<file path="src/rtl/dram_ctrl_pkg.sv">
package dram_ctrl_pkg;

    typedef enum logic [2:0] {
        ST_IDLE,
        ST_ROW_SETUP,
        ST_ROW_ACT,
        ST_COL_SETUP,
        ST_COL_ACT,
        ST_REF_CAS,
        ST_REF_RAS,
        ST_PRECHARGE
    } dram_state_e;

    function automatic int imax(input int a, input int b);
        return (a > b) ? a : b;
    endfunction

endpackage

</file>
<file path="src/rtl/dram_refresh_timer.sv">
module dram_refresh_timer #(
    parameter int T_REFI = 256,
    localparam int CW = $clog2(T_REFI + 1)
) (
    input  logic clk,
    input  logic rst_n,
    input  logic ack,
    output logic pend
);
    logic [CW-1:0] tick_cnt;
    logic          tick;

    assign tick = (tick_cnt == CW'(T_REFI - 1));

    always_ff @(posedge clk or negedge rst_n) begin
        if (!rst_n) begin
            tick_cnt <= '0;
            pend     <= 1'b0;
        end else begin
            tick_cnt <= tick ? '0 : tick_cnt + 1'b1;
            if (tick)
                pend <= 1'b1;
            else if (ack)
                pend <= 1'b0;
        end
    end
endmodule

</file>
<file path="src/rtl/dram_addr_split.sv">
module dram_addr_split #(
    parameter int ROW_W = 10,
    localparam int AW = 2 * ROW_W
) (
    input  logic [AW-1:0]    word_addr,
    input  logic             sel_col,
    output logic [ROW_W-1:0] pin_addr
);
    logic [ROW_W-1:0] row_part;
    logic [ROW_W-1:0] col_part;

    assign row_part = word_addr[AW-1:ROW_W];
    assign col_part = word_addr[ROW_W-1:0];
    assign pin_addr = sel_col ? col_part : row_part;
endmodule

</file>
<file path="src/rtl/dram_strobe_ctrl.sv">
module dram_strobe_ctrl
    import dram_ctrl_pkg::*;
#(
    parameter int ROW_W   = 10,
    parameter int DW      = 16,
    parameter int T_RSU   = 2,
    parameter int T_RAS   = 6,
    parameter int T_CSU   = 2,
    parameter int T_CAS   = 3,
    parameter int T_RDLAT = 2,
    parameter int T_PRE   = 3,
    parameter int T_REFI  = 256,
    localparam int AW      = 2 * ROW_W,
    localparam int CAS_LEN = imax(T_CAS, T_RAS - 1 - T_CSU),
    localparam int REF_LEN = imax(T_RAS, T_CAS),
    localparam int LMAX    = imax(imax(T_RSU, T_CSU), imax(imax(CAS_LEN, REF_LEN), T_PRE)),
    localparam int CW      = $clog2(LMAX + 1)
) (
    input  logic             clk,
    input  logic             rst_n,
    input  logic             req_valid,
    output logic             req_ready,
    input  logic             req_write,
    input  logic [AW-1:0]    req_addr,
    input  logic [DW-1:0]    req_wdata,
    output logic             rsp_valid,
    output logic [DW-1:0]    rsp_rdata,
    output logic [ROW_W-1:0] dram_addr,
    output logic             dram_ras_n,
    output logic             dram_cas_n,
    output logic             dram_we_n,
    output logic             dram_oe_n,
    output logic [DW-1:0]    dram_dq_out,
    output logic             dram_dq_oe,
    input  logic [DW-1:0]    dram_dq_in
);
    dram_state_e   st, nxt;
    logic [CW-1:0] cnt;
    logic [AW-1:0] lat_addr;
    logic [DW-1:0] lat_wdata;
    logic          lat_wr;
    logic          ref_pend;
    logic          ref_ack;
    logic          accept;
    logic          sel_col;
    logic          capture;

    function automatic logic [CW-1:0] dur(input dram_state_e s);
        unique case (s)
            ST_ROW_SETUP: return CW'(T_RSU - 1);
            ST_COL_SETUP: return CW'(T_CSU - 1);
            ST_COL_ACT:   return CW'(CAS_LEN - 1);
            ST_REF_CAS:   return CW'(T_CSU - 1);
            ST_REF_RAS:   return CW'(REF_LEN - 1);
            ST_PRECHARGE: return CW'(T_PRE - 1);
            default:      return '0;
        endcase
    endfunction

    assign req_ready = (st == ST_IDLE) && !ref_pend;
    assign accept    = req_ready && req_valid;
    assign ref_ack   = (st == ST_IDLE) && ref_pend;
    assign capture   = (st == ST_COL_ACT) && !lat_wr && (cnt == CW'(CAS_LEN - T_RDLAT));

    dram_refresh_timer #(.T_REFI(T_REFI)) u_timer (
        .clk  (clk),
        .rst_n(rst_n),
        .ack  (ref_ack),
        .pend (ref_pend)
    );

    dram_addr_split #(.ROW_W(ROW_W)) u_split (
        .word_addr(lat_addr),
        .sel_col  (sel_col),
        .pin_addr (dram_addr)
    );

    // next-state decision
    always_comb begin
        nxt = st;
        unique case (st)
            ST_IDLE: begin
                if (ref_pend)       nxt = ST_REF_CAS;
                else if (req_valid) nxt = ST_ROW_SETUP;
            end
            ST_ROW_SETUP: if (cnt == '0) nxt = ST_ROW_ACT;
            ST_ROW_ACT:                  nxt = ST_COL_SETUP;
            ST_COL_SETUP: if (cnt == '0) nxt = ST_COL_ACT;
            ST_COL_ACT:   if (cnt == '0) nxt = ST_PRECHARGE;
            ST_REF_CAS:   if (cnt == '0) nxt = ST_REF_RAS;
            ST_REF_RAS:   if (cnt == '0) nxt = ST_PRECHARGE;
            ST_PRECHARGE: if (cnt == '0) nxt = ST_IDLE;
            default:                     nxt = ST_IDLE;
        endcase
    end

    // state register, interval counter, request latch, read capture
    always_ff @(posedge clk or negedge rst_n) begin
        if (!rst_n) begin
            st        <= ST_IDLE;
            cnt       <= '0;
            lat_addr  <= '0;
            lat_wdata <= '0;
            lat_wr    <= 1'b0;
            rsp_valid <= 1'b0;
            rsp_rdata <= '0;
        end else begin
            st <= nxt;
            if (nxt != st)
                cnt <= dur(nxt);
            else if (cnt != '0)
                cnt <= cnt - 1'b1;
            if (accept) begin
                lat_addr  <= req_addr;
                lat_wdata <= req_wdata;
                lat_wr    <= req_write;
            end
            rsp_valid <= capture;
            if (capture)
                rsp_rdata <= dram_dq_in;
        end
    end

    // strobe and bus outputs decoded from the state
    always_comb begin
        dram_ras_n = 1'b1;
        dram_cas_n = 1'b1;
        dram_we_n  = 1'b1;
        dram_oe_n  = 1'b1;
        dram_dq_oe = 1'b0;
        sel_col    = 1'b0;
        unique case (st)
            ST_ROW_ACT: dram_ras_n = 1'b0;
            ST_COL_SETUP: begin
                dram_ras_n = 1'b0;
                sel_col    = 1'b1;
                dram_we_n  = !lat_wr;
                dram_dq_oe = lat_wr;
            end
            ST_COL_ACT: begin
                dram_ras_n = 1'b0;
                dram_cas_n = 1'b0;
                sel_col    = 1'b1;
                dram_we_n  = !lat_wr;
                dram_dq_oe = lat_wr;
                dram_oe_n  = lat_wr;
            end
            ST_REF_CAS: dram_cas_n = 1'b0;
            ST_REF_RAS: begin
                dram_cas_n = 1'b0;
                dram_ras_n = 1'b0;
            end
            default: ;
        endcase
    end

    assign dram_dq_out = lat_wdata;

endmodule

</file>
<file path="config.mk">
export PLATFORM = sky130hd
export DESIGN_NAME = dram_strobe_ctrl
export DESIGN_NICKNAME = d
export VERILOG_FILES = /design/src/rtl/dram_ctrl_pkg.sv /design/src/rtl/dram_refresh_timer.sv /design/src/rtl/dram_addr_split.sv /design/src/rtl/dram_strobe_ctrl.sv
export SDC_FILE = /design/constraint.sdc
export NUM_CORES = 1
export LEC_CHECK = 0
export BUFFER_PORTS_ARGS = -buffer_cell sky130_fd_sc_hd__buf_2
export CORE_MARGIN = 2
export CORE_UTILIZATION = 25
export CTS_BUF_LIST = sky130_fd_sc_hd__clkbuf_4
export CTS_CLUSTER_DIAMETER = 60
export DETAILED_ROUTE_END_ITERATION = 6
export PLACE_DENSITY_LB_ADDON = 0.12
export SLEW_MARGIN = 10
export SYNTH_ARGS = -nofsm -noshare
export SYNTH_HDL_FRONTEND = slang
export SYNTH_SLANG_ARGS = --single-unit
</file>
<file path="constraint.sdc">
create_clock -name clk -period 2.2 [get_ports clk]
set_clock_uncertainty 0.1 [all_clocks]
set_input_delay 0.11 -clock clk [delete_from_list [all_inputs] [get_ports clk]]
set_output_delay 0.11 -clock clk [all_outputs]
set_load 0.01 [all_outputs]
</file>
==> results.py, run 1 <==
metrics = {
    "sta": {
        "final.min_clock_period_ns": 2.054,
        "setup_viol": 0,
        "rsz0062_at_grt": "false",
        "finalCritPeriodShare": 0.9335,
        "fin_ws_ns": 0.1462,
        "setup_tns_ns": 0,
        "maxSlewHeadroom": 0.7469,
        "tightest_slew_ns": 0.3797,
        "final-max-slew-violation-count": 0,
        "finalHoldViolations": 0,
        "fmax_mhz": 486.9,
    },
    "synthesis": {
        "synth_area_leaders": "dfrtp_1, mux2_4, mux2_2, ha_1, a21oi_1",
        "yosysWarningCount": 0,
        "seq_area_frac_synth": 0.5589,
        "syn_avg_cell_area_um2": 14.44,
        "synth-compound-area-share": 0.05030,
        "post-synth-top-count-cell": "dfrtp_1",
        "yosys.area.top_type": "dfrtp_1",
        "synthArstFlopShare": 1.000,
        "synth_nets": 277,
        "ys_ff_latch": 70,
        "syn_inst": 217,
        "synth-xor-area-share": 0.01118,
        "ys.flop_type": "dfrtp_1",
        "synth_area_um2": 3134,
        "synth_enable_flop_cells": 0,
        "synth_simple_gate_area_frac": 0.06667,
        "ys_types": 38,
        "synth_commonest_cells": "dfrtp_1, mux2_2, mux2_4, nand2_1, inv_1",
        "synth_top_family_by_area": "multiplexers",
        "netlist.area_leader.share": 0.5589,
        "synthAdderAreaFrac": 0.01597,
        "synthMuxAreaShare": 0.2655,
    },
    "global_routing": {
        "grt_max_degree": 71,
        "antenna_found_initial": 0,
        "grt_pass1_wl_mm": 11.30,
        "grt_overflow": 0,
        "grt_pass1_vias": 2377,
        "track_usage": 0.1108,
    },
    "setup_path": {
        "reg2reg_to": "dram_dq_out[13]",
        "reg2regPathDepth": 6,
        "critPathLaunch": "st[1]",
        "critPathRequiredTime_ns": 1.99,
        "endpoint_kind": "output pin",
        "start_kind": "register",
        "setup.worst_path.class": "register to output pin",
        "r2r_slack_ns": 0.28,
        "cp_max_fo": 12,
        "crit_arrival_ns": 1.84,
        "worstReg2RegStart": "st[2]",
    },
    "place": {
        "port_buffers": 104,
        "dp_hpwl_mm": 4.469,
        "gp_congestion": 0.7618,
        "dp_worst_setup_slack_ns": 0.3730,
    },
    "drt": {
        "wirelength_mm": 6.931,
        "wl_met1_mm": 3.272,
        "drt_iter0_drc": 35,
        "dr_wl_met3_um": 388,
        "wl_per_cell_um": 12.33,
        "drtAntennaViolNets": 0,
        "vias": 2268,
        "routed.top_layer": "met4",
        "drtPass1Iterations": 4,
        "via_per_inst": 4.036,
        "drc": 0,
        "wl_met2_mm": 3.110,
    },
    "clock_network": {
        "htree_levels": 3,
        "cts_sinks": 70,
        "clk_latency_ns": 0.45,
        "clk_pin_slew_ns": 0.13,
        "numCtsBuffers": 9,
        "max-clock-path-buffers": 2,
        "cts_root_buf": "clkbuf_4",
        "cts_tree": "done",
    },
    "final_layout": {
        "finalNetCount": 449,
        "synthToLayoutAreaGrowth_pct": 46.59,
        "drive_gt1_frac": 0.5051,
        "diodes": 0,
    },
    "power_and_ir_drop": {
        "peakVddDrop_mv": 0.5428,
        "p_per_area_nw_per_um2": 1138,
        "p_leak_nw": 2.271,
    },
    "flow_run": {
        "max-cap-violations": 0,
    },
    "floorplanning": {
        "start_util": 0.2588,
        "coreArea_um2": 12110,
        "die_area_um2": 13450,
        "rows": 40,
        "fp.dieH_um": 116.0,
        "ioPinCount": 105,
        "die_w_um": 116.0,
    },
    "hold_path": {
        "hold_class": "input port to asynchronous set/reset pin",
    },
    "outcome": {
        "outcome": "finished, final reports clean",
    },
}
## power breakdown
group,switching [mW],internal (mW)
sequential,0.311,1.83
clock,0.484,0.339
combinational,0.955,1.31
## cells in the final DEF (no fill, tap or decap), types with 2 or more instances in the layout
| cell type | Yosys | final |
|---|---|---|
| buf_2 | 4 | 104 |
| dfrtp_1 | 70 | 67 |
| dlygate4sd3_1 | 0 | 55 |
| mux2_2 | 33 | 33 |
| mux2_4 | 30 | 30 |
| nand2_1 | 9 | 9 |
| clkbuf_4 | 0 | 9 |
| inv_1 | 8 | 8 |
| buf_4 | 2 | 8 |
| a21oi_1 | 7 | 7 |
| nor2_1 | 6 | 6 |
| o21ai_0 | 5 | 5 |
| nand3_1 | 4 | 4 |
| ha_1 | 4 | 4 |
| dfrtp_2 | 0 | 3 |
| xnor2_1 | 2 | 2 |
| nor4_1 | 2 | 2 |
| xor2_1 | 2 | 2 |
| nand2b_1 | 2 | 2 |
| o22ai_1 | 2 | 2 |
| o31ai_1 | 2 | 2 |
| and2_1 | 2 | 2 |
| clkinv_2 | 0 | 2 |
| clkinv_4 | 0 | 2 |
| clkinv_1 | 0 | 2 |
| buf_12 | 0 | 2 |
## worst max-delay path by stage
stage / end / slack [ns] / cells after the start
3_3_place_gp: dram_addr[7] / 0.42 / 5
3_5_place_dp: dram_addr[3] / 0.37 / 5
5_1_grt: dram_addr[5] / 0.02 / 5
6_report: dram_addr[4] / 0.15 / 5
2_1_floorplan: dram_dq_out[10] / 0.55 / 4
4_1_cts: dram_addr[3] / 0.03 / 5
## layout make-up
class | count | area [µm²]
Multi-Input combinational cell | 130 | 1284
Clock buffer | 9 | 67.56
Sequential cell | 70 | 1755
Tap cell | 168 | 210.2
Timing Repair Buffer | 170 | 1182
Fill cell | 1227 | 7517
Inverter | 8 | 30.03
Clock inverter | 7 | 65.06
## registers in the layout, indices dropped and copies added (netlist names)
register,count
lat_wr,1
lat_addr,20
u_timer.tick_cnt,9
st,3
rsp_valid,1
u_timer.pend,1
dram_dq_out,16
rsp_rdata,16
cnt,3
## through the flow
stage | util | total power, mW | instance area (µm²) | cells | hold slack [ns]
after floorplan | - | 3.531 | 3134 | 217 | -0.2856
after global placement | 0.3186 | 4.286 | 3859 | 485 | 0.07131
after detailed placement | 0.3186 | 4.300 | 3859 | 485 | 0.07043
after CTS | 0.3772 | 5.269 | 4568 | 559 | 0.08414
after global routing | 0.3793 | 5.636 | 4594 | 562 | 0.1063
final | 0.3793 | 5.230 | 4594 | 562 | 0.1033
## timing repair
action | 4_1_cts | 5_1_grt
gates resized for setup | 3 | 1
setup buffers | 3 | 3
gates cloned | 0 | 0
endpoints found under the hold margin | 125 | 0
endpoints found under the setup margin | 10 | 10
hold buffers | 55 | 0
## worst max-delay path, cell delays in order (launching register included)
cell and delay [ns]:
dfrtp_2 0.47, buf_4 0.15, o22ai_2 0.10, buf_6 0.19, mux2_2 0.35, buf_2 0.14
## kinds of logic (layout without fill, tap and decap cells)
kind of cell,Yosys count,after routing
xor gates and xnor gates,4,4
muxes,64,64
and+or+nand+nor,34,34
DFF,70,70
AOI/OAI and AO/OA,24,24
adders and majority gates,4,4
buffers and inverters,17,194
## per-layer routing
layer  vias up  GRT usage
li1       1113          -
met1      1079     0.1392
met2        64     0.1684
met3        12    0.03923
met4         0    0.05714
met5         -          0
Note: power is estimated with default switching activity, not from simulation.
==> inputs of run 2 (changes only) <==
--- a/config.mk
+++ b/config.mk
@@ -11,6 +11,7 @@
 export CTS_BUF_LIST = sky130_fd_sc_hd__clkbuf_4
 export CTS_CLUSTER_DIAMETER = 60
 export DETAILED_ROUTE_END_ITERATION = 6
+export MAX_ROUTING_LAYER = met4
 export PLACE_DENSITY_LB_ADDON = 0.12
 export SLEW_MARGIN = 10
 export SYNTH_ARGS = -nofsm -noshare
==> run 2 against run 1 <==
  * Sequential share of layout area is the same
  * Power is essentially flat
  * Die area is the same
  * Global-route usage grew 0.31 points
  * Largest cell class unchanged
  * Flip-flop and latch count is the same
  * Sequential power is essentially flat
  * Core utilization is the same
  * Wire length shrank 0.12%
  * Largest power group unchanged
  * Setup slack gained 0.013 ns
==> results.py, run 2 (synthesis gave the netlist of run 1 again) <==
metrics = {
    "drt": {
        "drc": 0,
        "wirelength_mm": 6.923,
        "vias": 2270,
        "drtPass1Iterations": 6,
        "drt_iter0_drc": 40,
        "via_per_inst": 4.039,
        "drtAntennaViolNets": 0,
        "wl_per_cell_um": 12.32,
    },
    "setup_path": {
        "worstSetupPathDepth": 5,
        "reg2reg_to": "dram_dq_out[13]",
        "worstPathCellList": "nand2b_1 > o22ai_2 > buf_6 > mux2_2 > buf_2",
        "crit_arrival_ns": 1.83,
        "critPathLaunch": "st[0]",
        "endpoint_kind": "output pin",
        "crit_buf_inv": 2,
        "r2r_slack_ns": 0.28,
        "crit_family": "flip-flops",
        "start_kind": "register",
        "worstReg2RegStart": "st[2]",
        "endpoint": "dram_addr[4]",
        "reg2regPathDepth": 6,
        "setup.worst_path.class": "register to output pin",
        "critPathMaxStageDelay_ns": 0.43,
        "critPathRequiredTime_ns": 1.99,
        "cp_max_fo": 12,
        "slowest_stage": "dfrtp_2",
    },
    "final_layout": {
        "top_register": "lat_addr",
        "layout.cells.most_common": "buf_2",
        "fillers": 1227,
        "synthToLayoutAreaGrowth_pct": 46.59,
        "drive_gt1_frac": 0.5051,
        "final-instance-count-excl-fill": 562,
        "diodes": 0,
        "finalCoreUtilization": 0.3793,
        "largest_reg_flops": 20,
        "layout_common_cells": "buf_2, dfrtp_1, dlygate4sd3_1",
        "finalNetCount": 449,
    },
    "floorplanning": {
        "die_area_um2": 13450,
        "fp.dieH_um": 116.0,
        "die_w_um": 116.0,
        "coreArea_um2": 12110,
        "ioPinCount": 105,
        "rows": 40,
        "start_util": 0.2588,
    },
    "place": {
        "dp_hpwl_mm": 4.469,
        "gp_congestion": 0.7718,
        "dp.cells": 485,
        "port_buffers": 104,
    },
    "global_routing": {
        "antenna_found_initial": 0,
        "track_usage": 0.1139,
        "grt_pass1_wl_mm": 11.30,
        "grt_max_degree": 71,
        "grt_overflow": 0,
        "grt_pass1_vias": 2380,
    },
    "sta": {
        "finalCritPeriodShare": 0.9278,
        "setup_viol": 0,
        "fmax_mhz": 489.9,
        "rsz0062_at_grt": "false",
        "setup_tns_ns": 0,
        "maxSlewHeadroom": 0.7410,
        "final-max-slew-violation-count": 0,
        "finalHoldViolations": 0,
        "final.min_clock_period_ns": 2.041,
        "tightest_slew_ns": 0.3885,
    },
    "clock_network": {
        "numCtsBuffers": 9,
        "clk_pin_slew_ns": 0.12,
        "cts_root_buf": "clkbuf_4",
        "cts_tree": "done",
        "htree_levels": 3,
        "cts_sinks": 70,
        "clk_latency_ns": 0.44,
        "max-clock-path-buffers": 2,
    },
    "power_and_ir_drop": {
        "p_leak_nw": 2.271,
        "p_per_area_nw_per_um2": 1138,
        "peakVddDrop_mv": 0.5444,
    },
    "hold_path": {
        "hold_class": "input port to asynchronous set/reset pin",
    },
    "flow_run": {
        "max-cap-violations": 0,
    },
    "outcome": {
        "outcome": "finished, final reports clean",
    },
}
## run 2: cell counts in the layout (fill, tap and decap cells not counted)
No cell type changed its count.
## run 2: report_power, final
group / leakage [nW] / internal (mW) / switching (mW)
sequential: 0.841 / 1.83 / 0.311
clock: 0.0747 / 0.339 / 0.481
combinational: 1.35 / 1.31 / 0.956
total: 2.27 / 3.48 / 1.75
## run 2: metrics by stage
stage                     instance area, µm²  hold WS (ns)  setup WS (ns)  power, mW
after detailed placement                3859       0.07043         0.3730      4.300
after floorplan                         3134       -0.2856         0.5525      3.531
after global routing                    4594        0.1107        0.02268      5.633
after CTS                               4568       0.08414        0.02871      5.269
after global placement                  3859       0.07131         0.4180      4.286
final                                   4594        0.1033         0.1588      5.229
## run 2: timing repair
item	4_1_cts	5_1_grt
setup buffers	3	3
cloned	0	0
hold buffers	55	0
hold endpoints to repair	125	0
endpoints found under the setup margin	10	10
gates resized for setup	3	1
## run 2: final cells by class
class	count	area (µm²)	share of cell area
repair buffers	170	1182	0.2574
clock inverters	7	65.06	0.01416
clock buffers	9	67.56	0.01471
flip-flops and latches	70	1755	0.3821
well taps	168	210.2	0.04575
multi-input cells	130	1284	0.2794
inverters	8	30.03	0.006536
## run 2: layer usage
layer  vias to the layer above  routed length, µm  share of wire  global-route usage
li1                       1116                  -              -                   -
met1                      1079               3347           0.48              0.1425
met2                        66               3158           0.46              0.1684
met3                         9                305          0.044             0.03243
met4                         0                110          0.016             0.05714
met5                         -                  0              0                   -
## run 2: worst min path at each step
| stage | start | endpoint | slack [ns] | cells past startpoint |
|---|---|---|---|---|
| after global routing | rst_n | rsp_rdata[8] | 0.11 | 3 |
| after CTS | rst_n | cnt[0] | 0.08 | 3 |
| after floorplan | rst_n | cnt[0] | -0.29 | 0 |
| final | rst_n | dram_dq_out[15] | 0.10 | 3 |
| after global placement | rst_n | dram_dq_out[15] | 0.07 | 2 |
| after detailed placement | rst_n | dram_dq_out[15] | 0.07 | 2 |
## run 2: worst reg2reg max path, stage by stage, from the launching register on
cell and delay [ns]:
dfrtp_2 0.45, buf_4 0.14, buf_4 0.16, nor4_4 0.29
nand2_4 0.09, buf_12 0.19, mux2_4 0.36
==> inputs of run 3 (changes only) <==
--- a/config.mk
+++ b/config.mk
@@ -13,6 +13,7 @@
 export DETAILED_ROUTE_END_ITERATION = 6
 export MAX_ROUTING_LAYER = met4
 export PLACE_DENSITY_LB_ADDON = 0.12
+export SETUP_SLACK_MARGIN = 0.4
 export SLEW_MARGIN = 10
 export SYNTH_ARGS = -nofsm -noshare
 export SYNTH_HDL_FRONTEND = slang
==> run 3 against run 2 <==
  * Core utilization up 3.0 points
  * Largest cell class unchanged
  * First-iteration DRC count increased by 33%
  * Combinational power up 22%
  * Flip-flop and latch count stayed put
  * Worst hold slack improved by 0.011 ns
  * Clock-buffer cell count is the same
  * Power is 11% higher
  * Wire length is 13% higher
  * Critical path depth is the same
  * Maximum frequency increased by 0.98%
  * Highest routed layer unchanged
  * Global-route usage is 0.46 points higher
==> results.py, run 3 (synthesis gave the netlist of run 1 again) <==
metrics = {
    "final_layout": {
        "top_register": "lat_addr",
        "finalNetCount": 461,
        "drive_gt1_frac": 0.5345,
        "largest_reg_flops": 20,
        "layout_common_cells": "buf_2, dfrtp_1, dlygate4sd3_1",
        "diodes": 0,
        "synthToLayoutAreaGrowth_pct": 58.04,
        "layout.cells.most_common": "buf_2",
        "finalInstanceArea_um2": 4954,
    },
    "power_and_ir_drop": {
        "comb_power_share": 0.481,
        "p_per_area_nw_per_um2": 1167,
        "p_seq_frac": 0.376,
        "p_int_mw": 3.870,
        "p_sw_mw": 1.909,
        "p_total_mw": 5.779,
        "peakVddDrop_mv": 0.5905,
        "p_leak_nw": 2.468,
        "share_clk_of_total_power": 0.143,
        "p_sw_frac": 0.3303,
    },
    "flow_run": {
        "max-cap-violations": 0,
    },
    "setup_path": {
        "critPathMaxStageDelay_ns": 0.46,
        "setup.worst_path.class": "register to output pin",
        "worstPathCellList": "nand2_2 > o22ai_4 > buf_6 > mux2_4 > buf_6",
        "endpoint_kind": "output pin",
        "slowest_stage": "dfrtp_2",
        "critPathRequiredTime_ns": 1.99,
        "cp_max_fo": 6,
        "start_kind": "register",
        "crit_buf_inv": 2,
        "crit_family": "flip-flops",
        "crit_top_cell": "buf_6",
        "crit_arrival_ns": 1.81,
    },
    "floorplanning": {
        "die_area_um2": 13450,
        "die_w_um": 116.0,
        "fp.dieH_um": 116.0,
        "rows": 40,
        "coreArea_um2": 12110,
        "start_util": 0.2588,
        "ioPinCount": 105,
    },
    "clock_network": {
        "clk_latency_ns": 0.44,
        "cts_root_buf": "clkbuf_4",
        "cts_tree": "done",
        "max-clock-path-buffers": 2,
        "htree_levels": 3,
        "cts_sinks": 70,
        "clk_pin_slew_ns": 0.13,
        "numCtsBuffers": 9,
    },
    "place": {
        "place_area_um2": 3859,
        "port_buffers": 104,
        "gp_congestion": 0.7718,
        "dp_hpwl_mm": 4.469,
        "dp_worst_setup_slack_ns": 0.3730,
    },
    "drt": {
        "wirelength_mm": 7.813,
        "wl_per_cell_um": 13.61,
        "drt_iter0_drc": 53,
        "drtPass1Iterations": 6,
        "drtAntennaViolNets": 0,
        "via_per_inst": 4.127,
        "drc": 0,
        "vias": 2369,
    },
    "sta": {
        "whs_ns": 0.1145,
        "maxSlewHeadroom": 0.7477,
        "final-max-slew-violation-count": 0,
        "fin_ws_ns": 0.1786,
        "rsz0062_at_grt": "true",
        "fmax_mhz": 494.7,
        "final.min_clock_period_ns": 2.021,
        "finalCritPeriodShare": 0.9188,
        "tightest_slew_ns": 0.3784,
        "finalHoldViolations": 0,
        "setup_viol": 0,
        "setup_tns_ns": 0,
    },
    "hold_path": {
        "hold_class": "input port to asynchronous set/reset pin",
    },
    "global_routing": {
        "grt_max_degree": 71,
        "antenna_found_initial": 0,
        "grt_pass1_wl_mm": 11.74,
        "track_usage": 0.1184,
        "grt_pass1_vias": 2454,
        "grt_overflow": 0,
    },
    "outcome": {
        "outcome": "finished, final reports clean",
    },
}
## run 3: changes by cell type in the layout (fill, tap and decap cells not counted), sizes merged
cell | previous run | this run
clkbuf | 9 | 12
buf | 115 | 124
## run 3: power groups by stage
stage	Sequential, mW	Clock [mW]	Combinational (mW)
floorplan	2.25	0	1.28
global placement	2.21	0	2.08
detailed placement	2.20	0	2.10
CTS	2.17	0.873	2.67
global route	2.25	0.929	3.00
finish	2.17	0.825	2.78
## run 3: tightest hold or removal path: cells and delay by family
kind | cells | cell delay (ns)
buf+inv | 3 | 0.96
## run 3: what timing repair did
item	4_1_cts	5_1_grt
cloned	1	6
hold endpoints to repair	125	0
pin swaps	4	0
hold buffers	55	0
buffers inserted	8	3
setup endpoints to repair	31	65
gates resized for setup	33	14
## run 3: metrics by stage
stage	cells	util
global route	574	0.4090
detailed placement	485	0.3186
global placement	485	0.3186
CTS	565	0.3935
floorplan	217	-
finish	574	0.4090
## run 3: path summary, 6_finish.rpt
kind / from / end / slack [ns] / cells past startpoint
max: st[1] / dram_addr[3] / 0.18 / 5
min: rst_n / dram_dq_out[15] / 0.11 / 3
max reg2reg: st[1] / dram_dq_out[13] / 0.29 / 5
min reg2reg: u_timer.tick_cnt[7] / u_timer.tick_cnt[7] / 0.39 / 1
max in group asynchronous: rst_n / dram_dq_out[13] / 1.57 / 3
min in group clk: dram_dq_in[2] / rsp_rdata[2] / 0.32 / 3
## run 3: final cells by class
class,instances,area (µm²)
clock buffers,9,67.56
clock inverters,7,65.06
repair buffers,182,1459
multi-input cells,130,1366
well taps,168,210.2
flip-flops and latches,70,1755
inverters,8,30.03
fillers,1203,7158
## run 3: per-layer routing
layer  routed length [µm]  global-route usage  up-vias
li1                     -                   -     1141
met1                 3733              0.1494     1153
met2                 3667              0.1754       66
met3                  301             0.03295        9
met4                  111             0.05714        0
met5                    0                   -        -
